===== src/rtl/dcs_pkg.sv =====
package dcs_pkg;
  localparam int unsigned CTL_W = 4;

  // bit 0 select data, bit 1 select clock, bit 2 write, bit 3 erase
  typedef struct packed {
    logic erase;
    logic write;
    logic sclk;
    logic sdata;
  } dcs_ctl_t;
endpackage


===== src/rtl/dcs_ctrl_reg.sv =====
module dcs_ctrl_reg
  import dcs_pkg::*;
(
  input  logic     clk,
  input  logic     rst_n,
  input  logic     wr_en,
  input  dcs_ctl_t wr_data,
  output dcs_ctl_t ctl_q,
  output logic     shift_en,
  output logic     sclk_xition
);
  dcs_ctl_t ctl_d;

  always_comb begin
    ctl_d       = ctl_q;
    shift_en    = 1'b0;
    sclk_xition = 1'b0;
    if (wr_en) begin
      ctl_d       = wr_data;
      shift_en    = ctl_q.sclk & ~wr_data.sclk;
      sclk_xition = ctl_q.sclk ^ wr_data.sclk;
    end
  end

  always_ff @(posedge clk or negedge rst_n) begin
    if (!rst_n) begin
      ctl_q <= '0;
    end else if (wr_en) begin
      ctl_q <= ctl_d;
    end
  end

  // a write is visible in the register on the following cycle
  assert_load_R1: assert property (@(posedge clk) disable iff (!rst_n)
    wr_en |=> (ctl_q == $past(wr_data)));
  // a register that does not see a write keeps its value
  assert_hold_R4: assert property (@(posedge clk) disable iff (!rst_n)
    !wr_en |=> $stable(ctl_q));
endmodule


===== src/rtl/dcs_token_chain.sv =====
module dcs_token_chain #(
  parameter int unsigned NSTAGE = 8
) (
  input  logic              clk,
  input  logic              rst_n,
  input  logic              shift_en,
  input  logic              din,
  output logic [NSTAGE-1:0] stage_q
);
  logic [NSTAGE-1:0] stage_d;

  generate
    for (genvar i = 0; i < NSTAGE; i++) begin : g_stage
      if (i == 0) begin : g_head
        assign stage_d[i] = din;
      end else begin : g_body
        assign stage_d[i] = stage_q[i-1];
      end
    end
  endgenerate

  always_ff @(posedge clk or negedge rst_n) begin
    if (!rst_n) begin
      stage_q <= '0;
    end else if (shift_en) begin
      stage_q <= stage_d;
    end
  end

  // no shift request, no movement
  assert_no_move_R4: assert property (@(posedge clk) disable iff (!rst_n)
    !shift_en |=> $stable(stage_q));
  // a shift moves the chain by one stage and loads din at the head
  assert_shift_R3: assert property (@(posedge clk) disable iff (!rst_n)
    shift_en |=> (stage_q == {$past(stage_q[NSTAGE-2:0]), $past(din)}));
endmodule


===== src/rtl/dcs_gap_monitor.sv =====
module dcs_gap_monitor #(
  parameter int unsigned MIN_GAP_CYC = 1250
) (
  input  logic clk,
  input  logic rst_n,
  input  logic xition,
  output logic err_q
);
  localparam int unsigned CW = $clog2(MIN_GAP_CYC + 1);
  localparam logic [CW-1:0] GAP_MAX = CW'(MIN_GAP_CYC);

  logic [CW-1:0] gap_q, gap_d;
  logic          err_d;
  logic          too_soon;

  // gap_q = cycles since the last transition, saturating at GAP_MAX.
  // The reset value is GAP_MAX, so the first transition after reset is never early.
  always_comb begin
    too_soon = gap_q < GAP_MAX;
    err_d    = xition & too_soon;
    if (xition) begin
      gap_d = CW'(1);
    end else if (too_soon) begin
      gap_d = gap_q + CW'(1);
    end else begin
      gap_d = gap_q;
    end
  end

  always_ff @(posedge clk or negedge rst_n) begin
    if (!rst_n) begin
      gap_q <= GAP_MAX;
      err_q <= 1'b0;
    end else begin
      gap_q <= gap_d;
      err_q <= err_d;
    end
  end

  assert_early_flag_R8: assert property (@(posedge clk) disable iff (!rst_n)
    (xition && (gap_q < GAP_MAX)) |=> err_q);
  assert_late_quiet_R8: assert property (@(posedge clk) disable iff (!rst_n)
    (xition && (gap_q >= GAP_MAX)) |=> !err_q);
  assert_err_needs_edge_R8: assert property (@(posedge clk) disable iff (!rst_n)
    !xition |=> !err_q);
endmodule


===== src/rtl/drive_chain_ctrl.sv =====
module drive_chain_ctrl #(
  parameter int unsigned NDRV        = 8,
  parameter int unsigned MIN_GAP_CYC = 1250
) (
  input  logic            clk,
  input  logic            rst_n,
  input  logic            wr_en,
  input  logic [3:0]      wr_data,
  output logic [NDRV-1:0] drive_sel,
  output logic            write_on,
  output logic            erase_on,
  output logic            timing_err
);
  import dcs_pkg::*;

  logic     rst_meta, rst_sync_n;
  dcs_ctl_t ctl_q;
  dcs_ctl_t wr_ctl;
  logic     shift_en, sclk_xition;
  logic     any_sel;

  // asynchronous assertion, synchronous release
  always_ff @(posedge clk or negedge rst_n) begin
    if (!rst_n) begin
      rst_meta   <= 1'b0;
      rst_sync_n <= 1'b0;
    end else begin
      rst_meta   <= 1'b1;
      rst_sync_n <= rst_meta;
    end
  end

  assign wr_ctl = dcs_ctl_t'(wr_data);

  dcs_ctrl_reg u_ctrl (
    .clk         (clk),
    .rst_n       (rst_sync_n),
    .wr_en       (wr_en),
    .wr_data     (wr_ctl),
    .ctl_q       (ctl_q),
    .shift_en    (shift_en),
    .sclk_xition (sclk_xition)
  );

  dcs_token_chain #(.NSTAGE(NDRV)) u_chain (
    .clk      (clk),
    .rst_n    (rst_sync_n),
    .shift_en (shift_en),
    .din      (wr_ctl.sdata),
    .stage_q  (drive_sel)
  );

  dcs_gap_monitor #(.MIN_GAP_CYC(MIN_GAP_CYC)) u_gap (
    .clk    (clk),
    .rst_n  (rst_sync_n),
    .xition (sclk_xition),
    .err_q  (timing_err)
  );

  always_comb begin
    any_sel  = |drive_sel;
    write_on = ctl_q.write & any_sel;
    erase_on = ctl_q.erase & any_sel;
  end

  // the head outputs are never active without a selected drive
  assert_write_gated_R7: assert property (@(posedge clk) disable iff (!rst_sync_n)
    write_on |-> (drive_sel != '0));
  assert_erase_gated_R7: assert property (@(posedge clk) disable iff (!rst_sync_n)
    erase_on |-> (drive_sel != '0));
  // a port-level falling select clock shifts, even when the edge is early
  assert_port_shift_R10: assert property (@(posedge clk) disable iff (!rst_sync_n)
    (wr_en && ctl_q.sclk && !wr_data[1]) |=>
      (drive_sel == {$past(drive_sel[NDRV-2:0]), $past(wr_data[0])}));
endmodule


===== config.mk =====
export PLATFORM = sky130hd
export DESIGN_NAME = drive_chain_ctrl
export DESIGN_NICKNAME = d
export VERILOG_FILES = /design/src/rtl/dcs_pkg.sv /design/src/rtl/dcs_ctrl_reg.sv /design/src/rtl/dcs_token_chain.sv /design/src/rtl/dcs_gap_monitor.sv /design/src/rtl/drive_chain_ctrl.sv
export SDC_FILE = /design/constraint.sdc
export NUM_CORES = 1
export LEC_CHECK = 0
export ABC_AREA = 1
export BUFFER_PORTS_ARGS = -buffer_cell sky130_fd_sc_hd__buf_2
export CORE_MARGIN = 3
export CORE_UTILIZATION = 55
export DETAILED_ROUTE_END_ITERATION = 6
export PLACE_DENSITY_LB_ADDON = 0.12
export SLEW_MARGIN = 20
export SYNTH_ARGS = -nofsm -noshare
export SYNTH_HDL_FRONTEND = slang
export SYNTH_HIERARCHICAL = 1
export SYNTH_SLANG_ARGS = --single-unit

===== constraint.sdc =====
create_clock -name clk -period 0.98 [get_ports clk]
set_input_delay 0.098 -clock clk [delete_from_list [all_inputs] [get_ports clk]]
set_output_delay 0.098 -clock clk [all_outputs]
set_load 0.01 [all_outputs]

==> metrics.yaml, run 1 <==
grt:
  grt_max_degree: 14
yosys:
  yosysWarnings: 6
  synth_area_per_cell_sq_um: 7.77
  synth_area_sq_mm: 0.00127
  syn_nets: 173
  synthCells: 164
place:
  io_buffers: 17
  dp_slack_ns: -0.401
  dp_hpwl_um: 2230
  globalplace.congestion: 0.817
clocking:
  cts_made_buffers: 3
  htree_levels: 1
  clock_path_buffers: 2
  cts_root_buf: "clkbuf_4"
floorplanning:
  fp.dieW_um: 54.1
  die_h_um: 54.1
  io_pins: 18
  start_util_pct: 61.2
  fp-row-count: 16
sta:
  worstEpCategory: "top-level output"
  worstEndpointGrtRepair: "erase_on"
run_status:
  stop_error: "[ERROR DPL-0038] Utilization greater than 100%, impossible to legalize"
  status: "aborted with a tool error"
  lastStage: "global routing (5_1_grt)"
## repair_timing
item                                    in CTS
cloned                                       3
setup buffers                               11
hold buffers                                 5
endpoints found under the setup margin      30
pin swaps                                   27
hold endpoints to repair                     6
resized for setup                           37
## stage by stage
| step | cells | instance area (sq um) | TNS, ns |
|---|---|---|---|
| floorplan | 164 | 1340 | -3.02 |
| global placement | 226 | 1590 | -4.82 |
| detailed placement | 226 | 1590 | -5.72 |
| CTS | 249 | 1900 | -5.67 |
==> run 2: changes to the inputs <==
CORE_AREA = 3 3 64 66   (was unset)
CORE_MARGIN = unset   (was 3)
CORE_UTILIZATION = unset   (was 55)
DIE_AREA = 0 0 67 69   (was unset)
PLACE_DENSITY_LB_ADDON = 0.15   (was 0.12)
==> run 2 against run 1 <==
Against the previous run:
- the flow now finishes, with violations (negative setup slack)
- synthesized cell count unchanged
- synthesized area unchanged
==> metrics.yaml, run 2 <==
routing:
  drc: 0
  wl_per_cell_um: 11.5
  routed_wl_um: 3160
  drtAntennaViolNets: 0
  routed_via_density: 4.47
  dr.pass1.iters: 4
  drt_iter0_drc: 42
  vias: 1233
yosys:
  syn_nets: 173  # unchanged
  synth_area_sq_mm: 0.00127  # unchanged
  synthCells: 164  # unchanged
  yosysWarnings: 6  # unchanged
  synth_area_per_cell_sq_um: 7.77  # unchanged
place:
  globalplace.congestion: 0.781  # was 0.817
  io_buffers: 17  # unchanged
  dpl_cell_area_sq_mm: 0.00164  # was 0.00159 sq mm
  dp_cells: 250  # was 226
  dp_hpwl_um: 2150  # was 2230 um
  dp_slack_ns: -0.426  # was -0.401 ns
power:
  ir_worst_vdd_mv: 0.813
  internal-power_mw: 2.34
  clkPwrFrac_pct: 17.7
  p_leak_nw: 1.06
  comb_power_share_pct: 42.3
  switching_share_pct: 32.6
  power_density_mw_per_mm2: 1740
  p_seq_share_pct: 39.9
  p_sw_mw: 1.13
grt:
  antenna_found_initial: 0
  grt_pass1_vias: 1157
  grt_max_degree: 15
  gr-total-overflow: 0
  track_usage_pct: 14.3
  grt_pass1_wl_um: 5040
cells_and_area:
  largest-register: "u_gap/gap_q"
  regArea_sq_um: 632
  largest_register_ffs: 11
  multiInputGateArea_sq_um: 653
  mostFrequentLayoutCell: "nand2_1"
  area_delta_synth_final_pct: 56.5
  fin_area_sq_mm: 0.00199
  final_cell_mix: "63 x nand2_1, 33 x buf_4, 20 x dfrtp_1, 16 x buf_6, 14 x nor2_1"
  nFillCells: 338
  top_regs: "u_gap/gap_q (11), u_chain/stage_q (8), u_ctrl/ctl_q (3)"
  drive_gt1_share_pct: 42.5
  nets: 238
  final_util_pct: 54.9
  layout.cells.non_filler: 276
  antenna-diode-count: 0
worst_setup_path:
  startpoint_type: "register"
  worstSetupPathType: "register to register"
  crit_fanout: 12
  setup.worst_path.end_class: "register"
  critPathArrivalTime_ns: 1.60
  cp.required_ns: 1.20
sta:
  finalCritPeriodShare_pct: 141
  rsz0062_at_grt: "true"
  worst_slack_ns: -0.403
  slew_violations: 0
  finClkSkew_ns: 0.00110
  max_freq_mhz: 723
  finalHoldViolCount: 0
  final-setup-viol-count: 23
  final.min_clock_period_ns: 1.38
floorplanning:
  fp-row-count: 22  # was 16
  fp.dieW_um: 67  # was 54.1 um
  io_pins: 18  # unchanged
  die_h_um: 69  # was 54.1 um
  design.core.area_sq_mm: 0.00363
  start_util_pct: 35.1  # was 61.2%
  dieArea_sq_mm: 0.00462
clocking:
  clock_path_buffers: 2  # unchanged
  clock_sinks: 25
  clk_latency_ns: 0.27
  cts_root_buf: "clkbuf_8"  # was clkbuf_4
  clk_pin_slew_worst_paths_ns: 0.09
  tritoncts: "done"
  cts_made_buffers: 3  # unchanged
  htree_levels: 1  # unchanged
run:
  maxCapViolations: 0
min_path:
  hold_path_class: "input pin to register"
run_status:
  status: "finished with violations"  # was aborted with a tool error
  violations: "negative setup slack"
-- run 2: worst paths after layout --
| check | from | end | slack, ns | cells past startpoint |
|---|---|---|---|---|
| min | wr_data[2] | u_ctrl/ctl_q[2] | 0.02 | 3 |
| max in group asynchronous | rst_sync_n | u_gap/gap_q[1] | 0.39 | 1 |
| max | u_gap/gap_q[6] | u_gap/gap_q[8] | -0.40 | 9 |
| min reg2reg | rst_sync_n | u_gap/gap_q[8] | 0.11 | 0 |
| min in group asynchronous | rst_sync_n | u_gap/gap_q[8] | 0.11 | 0 |
| max reg2reg | u_gap/gap_q[6] | u_gap/gap_q[8] | -0.40 | 9 |
-- run 2: routing by layer --
layer / GRT usage, % / vias up / share of wire, % / wire, um
li1: - / 636 / - / -
met1: 16.2 / 570 / 43 / 1360
met2: 25.1 / 22 / 52 / 1650
met3: 1.95 / 5 / 2.8 / 90
met4: 7.43 / 0 / 2.1 / 66
met5: 0 / - / 0 / 0
-- run 2: stage by stage --
stage / setup TNS, ns / power [mW] / hold WS [ns]
3_5_place_dp: -5.36 / 2.44 / -0.113
4_1_cts: -5.25 / 3.33 / 0.0138
6_report: -5.04 / 3.48 / 0.0216
5_1_grt: -6.67 / 3.73 / 0.0141
2_1_floorplan: -3.02 / 1.95 / -0.198
3_3_place_gp: -5.01 / 2.42 / -0.117
-- run 2: final cells by class --
type | instances | area share, %
Tap cell | 48 | 3.01
Inverter | 17 | 4.27
Clock buffer | 3 | 2.07
Clock inverter | 1 | 0.251
Timing Repair inverter | 2 | 0.691
Sequential cell | 25 | 31.7
Timing Repair Buffer | 60 | 25.2
Multi-Input combinational cell | 120 | 32.8
-- run 2: what timing repair did --
action / in CTS / in global routing
cloned: 1 / 2
endpoints found under the setup margin: 27 / 29
resized for setup: 23 / 21
pin swaps: 11 / 15
hold buffers: 1 / 0
buffers inserted: 7 / 18
hold endpoints to repair: 2 / 0
-- run 2: worst max-delay path, cell delays in order, from the launching register on --
cell and delay [ns]:
dfstp_2 0.54, nand2_2 0.07, inv_4 0.06, o21ai_2 0.06
nor2_4 0.12, nor2_4 0.04, buf_12 0.14, nor2_4 0.13
nand2_1 0.07, nand2_1 0.07
-- run 2: power groups by stage --
stage | registers (mW) | clock network (mW) | logic, mW
floorplan | 1.49 | 0 | 0.455
global route | 1.41 | 0.710 | 1.61
global placement | 1.39 | 0 | 1.02
finish | 1.39 | 0.617 | 1.47
CTS | 1.39 | 0.658 | 1.28
detailed placement | 1.40 | 0 | 1.04
No activity file was read; power rests on OpenSTA's default activity.
==> run 3: changes to the inputs <==
ABC_AREA = unset   (was 1)
==> run 3 against run 2 <==
Against the previous run:
- the flow still finishes with violations (negative setup slack)
- count of clock-buffer cells in the layout increased by 1
- first-iteration DRC count shrank 62%
- register-to-register slack got worse by 0.13 ns
- combinational power increased by 47%
- flip-flop and latch count unchanged
- worst setup slack got worse by 0.13 ns
- clock skew rose by 0.0011 ns
- power increased by 25%
- largest power group unchanged
==> metrics.yaml, run 3 <==
grt:
  gr-total-overflow: 0  # unchanged
  grt_pass1_wl_um: 5590  # was 5040 um
  grt_pass1_vias: 1240  # was 1157
  grt_max_degree: 17  # was 15
  antenna_found_initial: 0  # unchanged
  track_usage_pct: 15.7  # was 14.3%
worst_setup_path:
  startpoint_type: "register"  # unchanged
  critPathArrivalTime_ns: 1.71  # was 1.60 ns
  worstSetupPathType: "register to register"  # unchanged
  cp.required_ns: 1.18  # was 1.20 ns
  crit_fanout: 4  # was 12
  setup.worst_path.end_class: "register"  # unchanged
sta:
  slew_violations: 0  # unchanged
  rsz0062_at_grt: "true"  # unchanged
  finalCritPeriodShare_pct: 154  # was 141%
  worst_slack_ns: -0.532  # was -0.403 ns
  finalHoldViolCount: 0  # unchanged
  max_freq_mhz: 662  # was 723 MHz
  final.min_clock_period_ns: 1.51  # was 1.38 ns
  finClkSkew_ns: 0.00216  # was 0.00110 ns
  final-setup-viol-count: 30  # was 23
  whs_ns: 0.0634  # was 0.0216 ns
routing:
  drc: 0  # unchanged
  dr.pass1.iters: 4  # unchanged
  vias: 1093  # was 1233
  drtAntennaViolNets: 0  # unchanged
  routed_wl_um: 3360  # was 3160 um
  routed_via_density: 4.92  # was 4.47
  wl_per_cell_um: 15.1  # was 11.5 um
  drt_iter0_drc: 16  # was 42
cells_and_area:
  top_regs: "u_gap/gap_q (11), u_chain/stage_q (8), u_ctrl/ctl_q (3)"  # unchanged
  antenna-diode-count: 0  # unchanged
  drive_gt1_share_pct: 66.1  # was 42.5%
  nFillCells: 325  # was 338
  mostFrequentLayoutCell: "buf_4"  # was nand2_1
  largest-register: "u_gap/gap_q"  # unchanged
  nets: 184  # was 238
  final_cell_mix: "32 x buf_4, 22 x buf_6, 19 x dfrtp_1, 9 x buf_2, 9 x mux2_4"  # was 63 x nand2_1, 33 x buf_4, 20 x dfrtp_1, 16 x buf_6, 14 x nor2_1
  largest_register_ffs: 11  # unchanged
  area_delta_synth_final_pct: 63.1  # was 56.5%
  fin_area_sq_mm: 0.00207  # was 0.00199 sq mm
clocking:
  htree_levels: 1  # unchanged
  cts_made_buffers: 3  # unchanged
  clock_sinks: 25  # unchanged
  cts_root_buf: "clkbuf_8"  # unchanged
  clk_pin_slew_worst_paths_ns: 0.09  # about the same
  tritoncts: "done"  # unchanged
  clock_path_buffers: 2  # unchanged
  clk_latency_ns: 0.26  # was 0.27 ns
min_path:
  hold_path_class: "input pin to register"  # unchanged
place:
  dp_slack_ns: -0.546  # was -0.426 ns
  io_buffers: 17  # unchanged
  globalplace.congestion: 0.807  # was 0.781
  dpl_cell_area_sq_mm: 0.00175  # was 0.00164 sq mm
  dp_hpwl_um: 2330  # was 2150 um
yosys:
  synth_area_per_cell_sq_um: 11.8  # was 7.77 sq um
  synth_area_sq_mm: 0.00127  # about the same
  synthCells: 107  # was 164
  syn_nets: 116  # was 173
  yosysWarnings: 6  # unchanged
run:
  maxCapViolations: 0  # unchanged
power:
  p_leak_nw: 0.913  # was 1.06 nW
  power_density_mw_per_mm2: 2100  # was 1740 mW/mm^2
  ir_worst_vdd_mv: 0.803  # was 0.813 mV
floorplanning:
  design.core.area_sq_mm: 0.00363  # unchanged
  io_pins: 18  # unchanged
  start_util_pct: 34.8  # was 35.1%
  fp-row-count: 22  # unchanged
  die_h_um: 69  # unchanged
  fp.dieW_um: 67  # unchanged
  dieArea_sq_mm: 0.00462  # unchanged
run_status:
  violations: "negative setup slack"  # unchanged
  status: "finished with violations"  # unchanged
run 3: cell type report:
type                       count  area, sq um  area share [%]
multi-input combinational     76          766            37.1
sequential                    25          633            30.6
timing repair buffer          64          543            26.3
tap                           48         60.1            2.91
clock buffer                   4         45.0            2.18
inverter                       5         18.8           0.909
run 3: stage by stage:
step	util, %	std cells	TNS (ns)	total power [mW]
floorplan	-	107	-5.35	2.33
global placement	48.2	212	-6.44	3.08
detailed placement	48.2	212	-6.96	3.13
CTS	55.9	220	-7.86	4.35
global route	56.9	222	-9.19	4.61
finish	56.9	222	-7.75	4.34
run 3: final timing paths:
check	start	endpoint	slack, ns	cells past startpoint
min in group asynchronous	rst_n	rst_sync_n	0.14	2
max in group asynchronous	rst_sync_n	u_gap/gap_q[7]	0.51	1
worst max-delay path	u_gap/gap_q[1]	u_gap/gap_q[9]	-0.53	4
worst min register to register	rst_sync_n	u_gap/gap_q[3]	0.17	1
worst min-delay path	wr_data[0]	u_chain/stage_q[0]	0.06	2
worst max register to register	u_gap/gap_q[1]	u_gap/gap_q[9]	-0.53	4
run 3: worst max-delay path: stages, from the launching register on:
cell     delay (ns)
dfstp_2        0.56
and2_4         0.17
nand2_2        0.06
or4_4          0.52
a21oi_2        0.13
run 3: report_power, final:
part	leakage (nW)	total [mW]	internal, mW	switching [mW]
Clock	0.0228	0.613	0.291	0.322
Combinational	0.590	2.16	1.35	0.813
Sequential	0.301	1.57	1.29	0.279
run 3: metal layers:
layer  vias up  track usage, %  routed length (um)
met4         0            8.33                  68
li1        525               -                   -
met1       540            17.8                1400
met2        20            27.2                1800
met3         8            2.61                  90
met5         -               0                   0
run 3: what timing repair did:
action | in CTS | in global routing
setup endpoints to repair | 30 | 30
gates cloned | 1 | 0
pin swaps | 12 | 8
buffers inserted | 2 | 5
hold endpoints to repair | 2 | 0
resized for setup | 42 | 7
hold buffers | 1 | 0
